===== src/rtl/scpu_pkg.sv =====
package scpu_pkg;
  localparam int XLEN   = 32;
  localparam int REG_AW = 5;
  localparam int NREGS  = 1 << REG_AW;

  localparam logic [5:0] OPC_REG  = 6'b000000;
  localparam logic [5:0] OPC_ORI  = 6'b001101;
  localparam logic [5:0] OPC_LOAD = 6'b100011;
  localparam logic [5:0] OPC_STOR = 6'b101011;
  localparam logic [5:0] OPC_BEQ  = 6'b000100;
  localparam logic [5:0] FN_ADD   = 6'b100000;
  localparam logic [5:0] FN_SUB   = 6'b100010;

  typedef enum logic [2:0] {
    ALU_NONE = 3'b000,
    ALU_OR   = 3'b001,
    ALU_ADD  = 3'b010,
    ALU_SUB  = 3'b110
  } alu_op_e;

  typedef struct packed {
    logic    dst_rd;
    logic    src_imm;
    logic    load_sel;
    logic    sign_ext;
    logic    reg_we;
    logic    mem_we;
    logic    is_branch;
    logic    unsupported;
    alu_op_e alu_op;
  } ctrl_t;
endpackage


===== src/rtl/scpu_ctrl.sv =====
module scpu_ctrl
  import scpu_pkg::*;
(
  input  logic [5:0] opc,
  input  logic [5:0] funct,
  output ctrl_t      ctl
);
  always_comb begin
    ctl             = '0;
    ctl.alu_op      = ALU_NONE;
    ctl.unsupported = 1'b1;
    unique case (opc)
      OPC_REG: begin
        if (funct == FN_ADD || funct == FN_SUB) begin
          ctl.unsupported = 1'b0;
          ctl.dst_rd      = 1'b1;
          ctl.reg_we      = 1'b1;
          ctl.alu_op      = (funct == FN_SUB) ? ALU_SUB : ALU_ADD;
        end
      end
      OPC_ORI: begin
        ctl.unsupported = 1'b0;
        ctl.src_imm     = 1'b1;
        ctl.reg_we      = 1'b1;
        ctl.alu_op      = ALU_OR;
      end
      OPC_LOAD: begin
        ctl.unsupported = 1'b0;
        ctl.src_imm     = 1'b1;
        ctl.sign_ext    = 1'b1;
        ctl.load_sel    = 1'b1;
        ctl.reg_we      = 1'b1;
        ctl.alu_op      = ALU_ADD;
      end
      OPC_STOR: begin
        ctl.unsupported = 1'b0;
        ctl.src_imm     = 1'b1;
        ctl.sign_ext    = 1'b1;
        ctl.mem_we      = 1'b1;
        ctl.alu_op      = ALU_ADD;
      end
      OPC_BEQ: begin
        ctl.unsupported = 1'b0;
        ctl.sign_ext    = 1'b1;
        ctl.is_branch   = 1'b1;
        ctl.alu_op      = ALU_SUB;
      end
      default: ;
    endcase
  end
endmodule


===== src/rtl/scpu_alu.sv =====
module scpu_alu
  import scpu_pkg::*;
#(
  parameter int W = 32
) (
  input  logic [W-1:0] a,
  input  logic [W-1:0] b,
  input  alu_op_e      op,
  output logic [W-1:0] y,
  output logic         zero
);
  always_comb begin
    unique case (op)
      ALU_OR:  y = a | b;
      ALU_ADD: y = a + b;
      ALU_SUB: y = a - b;
      default: y = '0;
    endcase
  end
  assign zero = (y == '0);
endmodule


===== src/rtl/scpu_regfile.sv =====
module scpu_regfile #(
  parameter int W     = 32,
  parameter int DEPTH = 32,
  localparam int AW   = $clog2(DEPTH)
) (
  input  logic          clk,
  input  logic          rst,
  input  logic          we,
  input  logic [AW-1:0] wa,
  input  logic [W-1:0]  wd,
  input  logic [AW-1:0] ra_a,
  output logic [W-1:0]  rd_a,
  input  logic [AW-1:0] ra_b,
  output logic [W-1:0]  rd_b
);
  logic [W-1:0] regs [DEPTH];

  always_ff @(posedge clk) begin
    if (rst) begin
      for (int i = 0; i < DEPTH; i++) regs[i] <= '0;
    end else if (we && wa != '0) begin
      regs[wa] <= wd;
    end
  end

  assign rd_a = (ra_a == '0) ? '0 : regs[ra_a];
  assign rd_b = (ra_b == '0) ? '0 : regs[ra_b];

  AST_WRITE_LANDS: assert property (@(posedge clk) disable iff (rst)
    (we && wa != '0) |=> regs[$past(wa)] == $past(wd));
  AST_R0_HELD: assert property (@(posedge clk) disable iff (rst)
    (we && wa == '0) |=> $stable(regs[0]));
endmodule


===== src/rtl/scpu_dmem.sv =====
module scpu_dmem #(
  parameter int W     = 32,
  parameter int WORDS = 16,
  localparam int IW   = $clog2(WORDS)
) (
  input  logic          clk,
  input  logic          rst,
  input  logic          we,
  input  logic [IW-1:0] idx,
  input  logic [W-1:0]  wd,
  output logic [W-1:0]  rd
);
  logic [W-1:0] words [WORDS];

  always_ff @(posedge clk) begin
    if (rst) begin
      for (int i = 0; i < WORDS; i++) words[i] <= '0;
    end else if (we) begin
      words[idx] <= wd;
    end
  end

  assign rd = words[idx];

  AST_STORE_LANDS: assert property (@(posedge clk) disable iff (rst)
    we |=> words[$past(idx)] == $past(wd));
endmodule


===== src/rtl/scpu_rom.sv =====
module scpu_rom #(
  parameter int                   WORDS = 64,
  parameter logic [WORDS*32-1:0]  INIT  = '0,
  localparam int                  IW    = $clog2(WORDS)
) (
  input  logic [IW-1:0] idx,
  output logic [31:0]   instr
);
  assign instr = INIT[{idx, 5'd0} +: 32];
endmodule


===== src/rtl/scpu_core.sv =====
module scpu_core
  import scpu_pkg::*;
#(
  parameter int                       IMEM_WORDS = 64,
  parameter int                       DMEM_WORDS = 16,
  parameter logic [IMEM_WORDS*32-1:0] IMEM_INIT  = '0
) (
  input  logic              clk,
  input  logic              rst,
  output logic [XLEN-1:0]   dbg_pc,
  output logic              dbg_wr_en,
  output logic [REG_AW-1:0] dbg_wr_addr,
  output logic [XLEN-1:0]   dbg_wr_data
);
  localparam int IMW = $clog2(IMEM_WORDS);
  localparam int DMW = $clog2(DMEM_WORDS);

  logic [XLEN-1:0]   pc_q, pc_plus4, br_target, pc_next;
  logic [31:0]       instr;
  ctrl_t             ctl;
  logic [REG_AW-1:0] f_rs, f_rt, f_rd, waddr;
  logic [15:0]       f_imm;
  logic [XLEN-1:0]   rs_val, rt_val, ext_imm, alu_b, alu_y, mem_rd, wdata;
  logic              alu_zero, take_branch, rf_we, dm_we;
  logic              unused_shamt;

  scpu_rom #(.WORDS(IMEM_WORDS), .INIT(IMEM_INIT)) u_rom (
    .idx(pc_q[IMW+1:2]), .instr(instr)
  );

  assign f_rs         = instr[25:21];
  assign f_rt         = instr[20:16];
  assign f_rd         = instr[15:11];
  assign f_imm        = instr[15:0];
  assign unused_shamt = ^instr[10:6];

  scpu_ctrl u_ctrl (.opc(instr[31:26]), .funct(instr[5:0]), .ctl(ctl));

  assign ext_imm = ctl.sign_ext ? {{(XLEN-16){f_imm[15]}}, f_imm}
                                : {{(XLEN-16){1'b0}}, f_imm};
  assign alu_b   = ctl.src_imm ? ext_imm : rt_val;
  assign waddr   = ctl.dst_rd ? f_rd : f_rt;
  assign wdata   = ctl.load_sel ? mem_rd : alu_y;
  assign rf_we   = ctl.reg_we && !rst;
  assign dm_we   = ctl.mem_we && !rst;

  scpu_regfile #(.W(XLEN), .DEPTH(NREGS)) u_rf (
    .clk(clk), .rst(rst), .we(rf_we), .wa(waddr), .wd(wdata),
    .ra_a(f_rs), .rd_a(rs_val), .ra_b(f_rt), .rd_b(rt_val)
  );

  scpu_alu #(.W(XLEN)) u_alu (
    .a(rs_val), .b(alu_b), .op(ctl.alu_op), .y(alu_y), .zero(alu_zero)
  );

  scpu_dmem #(.W(XLEN), .WORDS(DMEM_WORDS)) u_dmem (
    .clk(clk), .rst(rst), .we(dm_we), .idx(alu_y[DMW+1:2]),
    .wd(rt_val), .rd(mem_rd)
  );

  assign pc_plus4    = pc_q + XLEN'(4);
  assign br_target   = pc_plus4 + {ext_imm[XLEN-3:0], 2'b00};
  assign take_branch = ctl.is_branch && alu_zero;
  assign pc_next     = take_branch ? br_target : pc_plus4;

  always_ff @(posedge clk) begin
    if (rst) pc_q <= '0;
    else     pc_q <= pc_next;
  end

  assign dbg_pc      = pc_q;
  assign dbg_wr_en   = rf_we && (waddr != '0);
  assign dbg_wr_addr = waddr;
  assign dbg_wr_data = wdata;

  AST_PC_ON_RESET: assert property (@(posedge clk)
    rst |=> pc_q == '0);
  AST_PC_SEQUENTIAL: assert property (@(posedge clk) disable iff (rst)
    !take_branch |=> pc_q == $past(pc_q) + XLEN'(4));
  AST_BRANCH_TARGET: assert property (@(posedge clk) disable iff (rst)
    take_branch |=> pc_q == $past(pc_q) + XLEN'(4) + {$past(ext_imm[XLEN-3:0]), 2'b00});
  AST_NOP_IDLE: assert property (@(posedge clk) disable iff (rst)
    ctl.unsupported |-> !rf_we && !dm_we && !take_branch);
  AST_R0_SILENT: assert property (@(posedge clk) disable iff (rst)
    (waddr == '0) |-> !dbg_wr_en);
endmodule


===== config.mk =====
export PLATFORM = sky130hd
export DESIGN_NAME = scpu_core
export DESIGN_NICKNAME = d
export VERILOG_FILES = /design/src/rtl/scpu_pkg.sv /design/src/rtl/scpu_ctrl.sv /design/src/rtl/scpu_alu.sv /design/src/rtl/scpu_regfile.sv /design/src/rtl/scpu_dmem.sv /design/src/rtl/scpu_rom.sv /design/src/rtl/scpu_core.sv
export SDC_FILE = /design/constraint.sdc
export NUM_CORES = 1
export LEC_CHECK = 0
export BUFFER_PORTS_ARGS = -buffer_cell sky130_fd_sc_hd__buf_4
export CAP_MARGIN = 20
export CORE_MARGIN = 4
export CORE_UTILIZATION = 43
export DETAILED_ROUTE_END_ITERATION = 16
export HOLD_SLACK_MARGIN = 0.02
export PLACE_DENSITY = 0.77
export RECOVER_POWER = 25
export SLEW_MARGIN = 20
export SYNTH_ARGS = -nofsm -noshare
export SYNTH_HDL_FRONTEND = slang
export SYNTH_SLANG_ARGS = --single-unit

===== constraint.sdc =====
create_clock -name clk -period 1.5 [get_ports clk]
set_input_delay 0.075 -clock clk [delete_from_list [all_inputs] [get_ports clk]]
set_output_delay 0.075 -clock clk [all_outputs]
set_load 0.02 [all_outputs]

# Yosys cells after proc, flatten, opt, wreduce, memory -nomap -nowiden
# Memory sizes are Yosys's and may differ from the RTL's.
# Index checks and enable logic that the tools add are counted.
word_totals:
  reg_bits: 32
  ramBits: 1536
  out_inout_bits: 70
  mem_count: 2
  input_bits: 2
  wordCells: 68
mem_list:
  columns: ["name", "depth", "width", "rd", "rd_ports_with_merged_regs", "write_ports", "line_no", "rtl"]
  rows:
  - ["u_rf.regs", 32, 32, 2, 0, 32, "scpu_regfile.sv:16", "logic [W-1:0] regs [DEPTH];"]
  - ["u_dmem.words", 16, 32, 1, 0, 16, "scpu_dmem.sv:13", "logic [W-1:0] words [WORDS];"]
classes:
  muxes: 33
  shift: 1
  n_bitwise: 1
  n_addsub: 4
  n_eq_ne: 9
  reduce_logical: 17
op_table:
  columns: ["operator", "count"]
  rows:
  - ["variable part select 2048 x 12 -> 32 bit (first input constant)", 1]
  - ["two-way mux 32 bit", 8]
  - ["one-hot mux 32 bit (3 select lines)", 1]
  - ["adder 32 bit", 2]
  - ["OR reduction 32 bit", 2]
  - ["adder 32 x 3 -> 32 bit (second input constant)", 1]
  - ["logical NOT 32 bit", 1]
  - ["OR 32 bit", 1]
  - ["subtractor 32 bit", 1]
  - ["== test 6 bit (second input constant)", 4]
  - ["two-way mux 1 bit", 17]
  - ["one-hot mux 3 bit (4 select lines)", 1]
  - ["logical NOT 5 bit", 2]
  - ["two-way mux 5 bit", 2]
  - ["== test 6 x 3 -> 1 bit (second input constant)", 1]
  - ["== test 6 x 4 -> 1 bit (second input constant)", 1]
  - ["logical NOT 6 bit", 1]
  - ["two-way mux 3 bit", 2]
  - ["OR reduction 3 bit", 2]
  - ["nonzero test 5 bit", 1]
  - ["logical AND 1 bit", 4]
  - ["two-way mux 4 bit", 1]
  - ["OR reduction 2 bit", 2]
  - ["== test 3 x 1 -> 1 bit (second input constant)", 1]
  - ["other kinds (5)", 5]

# Depth between registers and ports, before layout
# Gate-level depths: netlist of the first run.
depth:
  word_depth: 13
  mapped_depth: 6
  ltp_nobuf: 5

# Hierarchy
# Synthesis of the first run repeated with hierarchy kept, for this count alone.
unflattened:
  hier_cells: 5969
  hier_area_um2: 84688.7
by_module_without_submodules:
  columns: ["module", "n_inst", "seq_area_each_um2", "cells_each", "area_each_um2"]
  rows:
  - ["scpu_regfile", 1, 30749.5, 3502, 54253.3]
  - ["scpu_dmem", 1, 15374.7, 1418, 22892.0]
  - ["scpu_core", 1, 600.6, 514, 4008.8]
  - ["scpu_alu", 1, 0.0, 478, 3125.5]
  - ["scpu_rom", 1, 0.0, 33, 244.0]
  - ["scpu_ctrl", 1, 0.0, 24, 165.2]

# Worst setup path after synthesis of the first run
# No wires, ideal clock.
synth_path:
  kind: "flip-flop to flip-flop"
  start: "reg pc_q[7], in the netlist dbg_pc[7]"
  end: "reg pc_q[27], in the netlist dbg_pc[27]"
  required_time_ns: 1.430
  setup_time_ns: 0.070
  setup_slack_ns: -0.323
  path_stages_with_launch: 5
  n_path_buf: 0
  period_less_slack_ns: 1.823
  t_arrival_ns: 1.752
  path_cell_list: "dfxtp_1 > nand4_2 > or4_4 > or3_1 > a21oi_1"
synth_between:
  elab_chain_len: 11
  elab_cells_between_ends: 37
  cone_classes: "add/sub: 4; eq/ne: 9; shift: 1; mux: 12; bitwise: 1; reduce/logical: 9; memory: 1"
synth_lines:
  columns: ["item", "line_no", "rtl"]
  rows:
  - ["from (decl)", "scpu_core.sv:18", "logic [XLEN-1:0] pc_q, pc_plus4, br_target, pc_next;"]
  - ["from (signal assigned)", "scpu_core.sv:68", "else pc_q <= pc_next;"]
  - ["branches (longest 10 deep; another with memory (32 x 32 bit))", null, null]
  - ["two-way mux 32 bit (*)", "scpu_core.sv:64", "assign pc_next = take_branch ? br_target : pc_plus4;"]
# Every way passes the cells marked *.
# A chain may end at the register's enable or synchronous reset.

# Worst setup path in the final report of the first run
layout_path:
  start: "reg pc_q[8], in the netlist dbg_pc[8]"
  end: "reg pc_q[25], in the netlist dbg_pc[25]"
layout_between:
  elab_chain_len: 3
layout_lines:
  columns: ["item", "line_no", "rtl"]
  rows:
  - ["adder 32 x 3 -> 32 bit (*)", "scpu_core.sv:61", "assign pc_plus4 = pc_q + XLEN'(4);"]
  - ["adder 32 bit", "scpu_core.sv:62", "assign br_target = pc_plus4 + {ext_imm[XLEN-3:0], 2'b00};"]
  - ["two-way mux 32 bit (*)", "scpu_core.sv:64", null]
# Mark *: on every way between the ends. The rest lies on a longest branch, timed or not.

==> results.sh, run 1 <==
export IMPL_diodes=0
export IMPL_ir_drop_v=0.000377
export IMPL_drtIter0Drc=50
export IMPL_routedWlPerCell_um=13.0
export IMPL_power_leakage_nw=1.06
export IMPL_critical_path_max_fanout=8
export IMPL_cts_tree="yes"
export IMPL_crit_chain="and4_4 -> nand4_1 -> buf_6 -> or4_4 -> a21oi_2"
export IMPL_setup_viol=10
export IMPL_drt_drc_violations_left=0
export IMPL_areaGrowthSynthToFinish_pct=45.7
export IMPL_synth_top_family_by_area="simple AND/OR/NAND/NOR gates"
export IMPL_vias=1596
export IMPL_die_y_um=70.5
export IMPL_dieArea_um2=4970
export IMPL_whs_ns=0.173
export IMPL_vias_per_cell=4.82
export IMPL_overflow=0
export IMPL_numPortBuffers=31
export IMPL_synth_async_reset_ratio_pct=0
export IMPL_period_needed_ns=1.62
export IMPL_status="finished with violations"
export IMPL_critPathTopFamily="simple AND/OR/NAND/NOR gates"
export IMPL_ys_types=29
export IMPL_fillCellCount=331
export IMPL_path_buf_inv=1
export IMPL_die_width_um=70.5
export IMPL_synthMuxAreaShare_pct=0
export IMPL_critPathLaunchType="flip-flop"
export IMPL_min_path_type="in2reg"
export IMPL_cts_clk_slew_worst_paths_ns=0.06
export IMPL_drv_cap=0
export IMPL_cts_root_buf="clkbuf_8"
export IMPL_ys_ff_latch=30
export IMPL_cts_sinks=30
export IMPL_synth_ff_type="dfxtp_1"
export IMPL_synth_compound_area_share_pct=9.39
export IMPL_yosys_area_top_type="dfxtp_1"
export IMPL_arrival_ns=1.84
export IMPL_clockBufferDepth=2
export IMPL_synthSimpleGateAreaFrac_pct=26.2
export IMPL_detail_route_antenna_nets=0
export IMPL_synth_cell_area_um2=1680
export IMPL_violations="negative setup slack"
export IMPL_core_um2=3720
export IMPL_clock_fmax_mhz=616
export IMPL_initial_utilization_pct=45.2
export IMPL_seq_area_um2=662
export IMPL_place_ws_ns=-0.0832
export IMPL_netlist_area_leader_share_pct=35.8
export IMPL_crit_type="reg2reg"
export IMPL_core_rowCount=22
export IMPL_endpoint_kind="flip-flop"
export IMPL_cp_slowest_stage_delay_ns=0.53
export IMPL_ys_warn_count=0
export IMPL_ios=72
export IMPL_syn_area_per_cell_um2=8.40
export IMPL_hold_viol_final=0
export IMPL_htree_num_levels=2
export IMPL_synthAdderAreaFrac_pct=0.745
export IMPL_drv_slew=0
export IMPL_grt_pass1_wl_um=6380
export IMPL_cp_slowest_cell="or4_4"
export IMPL_hpwlAfterDp_um=2940
export IMPL_multi_input_area_um2=996
export IMPL_track_usage_pct=16.2
export IMPL_wl_um=4290
export IMPL_firstDrtPassIters=4
export IMPL_largest_reg_flops=30
export IMPL_skew_ns=0.00758
export IMPL_antenna_found_initial=0
export IMPL_gp_congestion=0.723
export IMPL_post_route_worst_setup_slack_ns=-0.124
export IMPL_cts_hold_buf=0
export IMPL_synth_yosys_seq_area_share_pct=35.8
export IMPL_grt_pass1_vias=1386
export IMPL_nets=285
export IMPL_layout_drive_gt1_share_pct=45.6
export IMPL_power_density_nw_per_um2=663
export IMPL_finalCritPeriodShare_pct=108
export IMPL_synthCells=200
export IMPL_grt_max_degree=32
export IMPL_synth_edf_count=0
export IMPL_rsz0062_at_grt="yes"
export IMPL_fin_tns_setup_ns=-0.479
export IMPL_synth_area_leaders="dfxtp_1, buf_4, or4_1"
export IMPL_required_ns=1.72
export IMPL_cts_buffers=5
export IMPL_synth_xor_area_share_pct=7.30
export IMPL_clock_latency_ns=0.28
synthesized netlist by cell type (2+ instances only):
master and number:
a21oi_1 13, and2_1 3, and4_1 5, buf_1 2, buf_4 40, clkbuf_1 5, dfxtp_1 30, inv_1 3
nand2_1 11, nand3_1 6, nand4_1 9, nor2_1 15, nor2b_1 2, nor3_1 3, nor4_1 3, o21ai_0 5
o31ai_1 9, or3_1 4, or4_1 10, xnor2_1 8, xor2_1 6
final timing paths:
check,depth (start not counted),slack [ns],endpoint,start
max,5,-0.12,dbg_pc[25],dbg_pc[8]
min,2,0.17,dbg_pc[2],rst
max reg2reg,5,-0.12,dbg_pc[25],dbg_pc[8]
min reg2reg,2,0.49,dbg_pc[31],dbg_pc[31]
repair_timing:
action	in CTS	in global routing
setup buffers	4	2
resized for setup	7	18
pin swaps	5	8
endpoints found under the setup margin	12	16
gates cloned	0	1
cells in the final DEF (no fill, tap or decap), types with 2 or more instances in the layout:
cell type  synthesis  layout
inv_1              3       3
dfxtp_4            0      13
nor3_1             3       3
buf_6              0       5
clkinv_1           0       2
a21oi_1           13       8
dfxtp_2            0      10
nor2b_1            2       2
and4_4             0       3
or4_1             10       6
or4_4              1       5
and4_1             5       2
clkbuf_1           5       6
xnor2_1            8       7
a21oi_2            0       5
nand4_1            9       9
buf_4             40      73
nor2_1            15      15
nand2_1           11      10
conb_1             1      40
nand3_1            6       6
clkbuf_8           0       6
dfxtp_1           30       7
and2_1             3       3
xor2_1             6       6
o21ai_0            5       4
o31ai_1            9       8
or3_1              4       4
kinds of logic after synthesis:
group                    Yosys count
AO/OA/AOI/OAI                     27
XOR/XNOR                          14
adder cells (fa/ha/maj)            1
buffers and inverters             51
flip-flops                        30
other                              1
AND/OR/NAND/NOR                   76
per-layer routing:
metal	global-route usage [%]	routed length (um)	vias to the layer above
met2	27.2	2170	45
met4	7.02	64	0
met5	0	0	-
met1	19.2	1770	751
li1	-	-	793
met3	4.17	284	7
report_power, final:
group	switching, mW	leakage (nW)	total, mW	internal [mW]
registers	0.0107	0.257	0.796	0.785
clock network	0.298	0.0463	0.658	0.360
logic	0.132	0.753	0.168	0.0356
total	0.441	1.06	1.62	1.18
per-stage QoR:
step                instance area (um^2)  cells  utilization [%]  power (mW)
floorplan                           1950    239                -        1.02
global placement                    2230    316             60.1       0.969
detailed placement                  2230    316             60.1       0.972
CTS                                 2370    328             63.8        1.63
global route                        2450    331             65.8        1.68
finish                              2450    331             65.8        1.62
cell type report:
| class | instances | area share (%) |
|---|---|---|
| clock buffer | 6 | 3.38 |
| clock inverter | 2 | 0.307 |
| inverter | 3 | 0.460 |
| multi-input combinational | 158 | 40.7 |
| sequential | 30 | 27.1 |
| tap | 48 | 2.46 |
| timing repair buffer | 84 | 25.6 |
(Power assumes the default switching activity.)
==> run 2: changes to the inputs <==
--- a/config.mk
+++ b/config.mk
@@ -5,10 +5,11 @@
 export SDC_FILE = /design/constraint.sdc
 export NUM_CORES = 1
 export LEC_CHECK = 0
+export ABC_AREA = 1
 export BUFFER_PORTS_ARGS = -buffer_cell sky130_fd_sc_hd__buf_4
 export CAP_MARGIN = 20
 export CORE_MARGIN = 4
-export CORE_UTILIZATION = 43
+export CORE_UTILIZATION = 44
 export DETAILED_ROUTE_END_ITERATION = 16
 export HOLD_SLACK_MARGIN = 0.02
 export PLACE_DENSITY = 0.77
==> results.sh, run 2 <==
export IMPL_critPathLaunchType="flip-flop"
export IMPL_cts_tree="yes"
export IMPL_top_layer_used="met4"
export IMPL_post_route_worst_setup_slack_ns=0.147
export IMPL_nets=323
export IMPL_ys_warn_count=0
export IMPL_ys_ff_latch=30
export IMPL_core_rowCount=23
export IMPL_netlist_area_leader_share_pct=32.6
export IMPL_power_mw=1.76
export IMPL_drv_slew=0
export IMPL_vias_per_cell=4.50
export IMPL_endpoint_kind="flip-flop"
export IMPL_antenna_found_initial=0
export IMPL_critical_path_max_fanout=5
export IMPL_place_ws_ns=0.139
export IMPL_synth_ff_type="dfxtp_1"
export IMPL_grt_pass1_wl_um=6480
export IMPL_synth_async_reset_ratio_pct=0
export IMPL_worstSetupPathDepth=7
export IMPL_synth_most_common_cell="nand2_1"
export IMPL_rrSetupSlack_ns=0.15
export IMPL_yosys_area_top_type="dfxtp_1"
export IMPL_wl_um=3940
export IMPL_fillCellCount=401
export IMPL_whs_ns=0.491
export IMPL_ir_drop_v=0.000636
export IMPL_synth_cell_area_um2=1840
export IMPL_power_density_nw_per_um2=847
export IMPL_firstDrtPassIters=4
export IMPL_cts_buffers=5
export IMPL_crit_type="reg2reg"
export IMPL_final_common_cell="nand2_1"
export IMPL_initial_utilization_pct=45.7
export IMPL_hold_viol_final=0
export IMPL_areaGrowthSynthToFinish_pct=13.0
export IMPL_synth_commonest_cells="nand2_1, nor2_1, buf_4"
export IMPL_ios=72
export IMPL_status="completed"
export IMPL_required_ns=1.68
export IMPL_synth_area_leaders="dfxtp_1, buf_4, nand2_1"
export IMPL_wl_met2_um=1800
export IMPL_dieArea_um2=5290
export IMPL_critPathTopFamily="simple AND/OR/NAND/NOR gates"
export IMPL_drt_drc_violations_left=0
export IMPL_cts_clk_slew_worst_paths_ns=0.07
export IMPL_fin_tns_setup_ns=0
export IMPL_dp_cells=362
export IMPL_synthCells=282
export IMPL_core_um2=4030
export IMPL_layout_drive_gt1_share_pct=14.3
export IMPL_clock_fmax_mhz=739
export IMPL_htree_num_levels=2
export IMPL_rr_startpoint="dbg_pc[14]"
export IMPL_setup_viol=0
export IMPL_cp_slowest_stage_delay_ns=0.42
export IMPL_path_buf_inv=0
export IMPL_grt_pass1_vias=1479
export IMPL_diodes=0
export IMPL_synth_yosys_seq_area_share_pct=32.6
export IMPL_ys_types=22
export IMPL_fin_cells=371
export IMPL_crit_end="dbg_pc[28]"
export IMPL_overflow=0
export IMPL_die_y_um=72.7
export IMPL_routedWlPerCell_um=10.6
export IMPL_clock_latency_ns=0.28
export IMPL_die_width_um=72.7
export IMPL_cts_sinks=30
export IMPL_reg2reg_depth=7
export IMPL_hpwlAfterDp_um=3110
export IMPL_place_area_um2=1990
export IMPL_layout_common_cells="nand2_1, nor2_1, conb_1, dfxtp_1, buf_4"
export IMPL_grt_max_degree=13
export IMPL_drt_met1_wl_um=1790
export IMPL_skew_ns=0.00701
export IMPL_cts_setup_buffers=0
export IMPL_cts_root_buf="clkbuf_8"
export IMPL_drv_cap=0
export IMPL_arrival_ns=1.53
export IMPL_utilization_pct=51.7
export IMPL_gp_congestion=0.842
export IMPL_cp_slowest_cell="dfxtp_1"
export IMPL_track_usage_pct=15.7
export IMPL_clockBufferDepth=2
export IMPL_dr_wl_met3_um=310
export IMPL_synth_edf_count=0
export IMPL_rsz0062_at_grt="no"
export IMPL_vias=1670
export IMPL_syn_area_per_cell_um2=6.54
export IMPL_cp_startpoint="dbg_pc[14]"
export IMPL_period_needed_ns=1.35
export IMPL_post_route_cell_area_um2=2080
export IMPL_largest_reg_flops=30
export IMPL_rr_endpoint="dbg_pc[28]"
export IMPL_detail_route_antenna_nets=0
export IMPL_drtIter0Drc=85
export IMPL_finalCritPeriodShare_pct=90.2
export IMPL_crit_chain="nand2_1 -> nor2_1 -> nand2_1 -> nor2_1 -> nand3_1 -> nand2_1 -> nor2_1"
export IMPL_power_leakage_nw=0.859
export IMPL_numPortBuffers=31
export IMPL_min_path_type="reg2reg"
==> run 2: worst min-delay path by stage <==
stage	start	end	slack, ns	cells after the start
after floorplan	rst	dbg_pc[2]	0.34	2
after global placement	rst	dbg_pc[2]	0.31	2
after detailed placement	rst	dbg_pc[2]	0.31	2
after CTS	dbg_pc[11]	dbg_pc[11]	0.49	2
after global routing	dbg_pc[11]	dbg_pc[11]	0.53	2
final	dbg_pc[11]	dbg_pc[11]	0.49	2
==> run 2: timing repair <==
action	in CTS	in global routing
hold endpoints to repair	4	0
endpoints found under the setup margin	0	3
hold buffers	1	0
resized for setup	0	3
==> run 2: layout make-up <==
class | instances | area, um^2 | share of cell area [%]
clock inverter | 3 | 40.0 | 1.92
clock buffer | 5 | 68.8 | 3.31
timing repair buffer | 35 | 224 | 10.8
multi-input combinational | 230 | 1020 | 48.9
sequential | 30 | 602 | 28.9
inverter | 18 | 67.6 | 3.25
tap | 50 | 62.6 | 3.00
==> run 2: worst register-to-register path, cell delays in order, from the launching register on <==
cell	delay, ns
dfxtp_1	0.42
nand2_1	0.11
nor2_1	0.21
nand2_1	0.10
nor2_1	0.20
nand3_1	0.10
nand2_1	0.07
nor2_1	0.04
==> run 2: report_power, final <==
part / internal (mW) / leakage [nW] / switching (mW) / total [mW]
clock: 0.488 / 0.0579 / 0.308 / 0.796
sequential: 0.804 / 0.242 / 0.00601 / 0.810
combinational: 0.0280 / 0.559 / 0.129 / 0.157
total: 1.32 / 0.859 / 0.444 / 1.76
==> run 2: logic make-up (layout without fill, tap and decap cells) <==
| logic type | count (synthesis) | count (layout) | synth area share (%) |
|---|---|---|---|
| adders and majority gates | 1 | 1 | 0.679 |
| and+or+nand+nor | 166 | 166 | 39.0 |
| xor gates and xnor gates | 2 | 2 | 0.951 |
| DFF | 30 | 30 | 32.6 |
| buffers and inverters | 61 | 61 | 20.7 |
| other | 1 | 40 | 0.203 |
| AOI/OAI and AO/OA | 21 | 21 | 5.84 |
==> run 2: layer usage <==
layer	vias to the layer above	track usage [%]
li1	864	-
met1	735	19.5
met2	69	25.4
met3	2	5.10
met4	0	5.53
met5	-	0
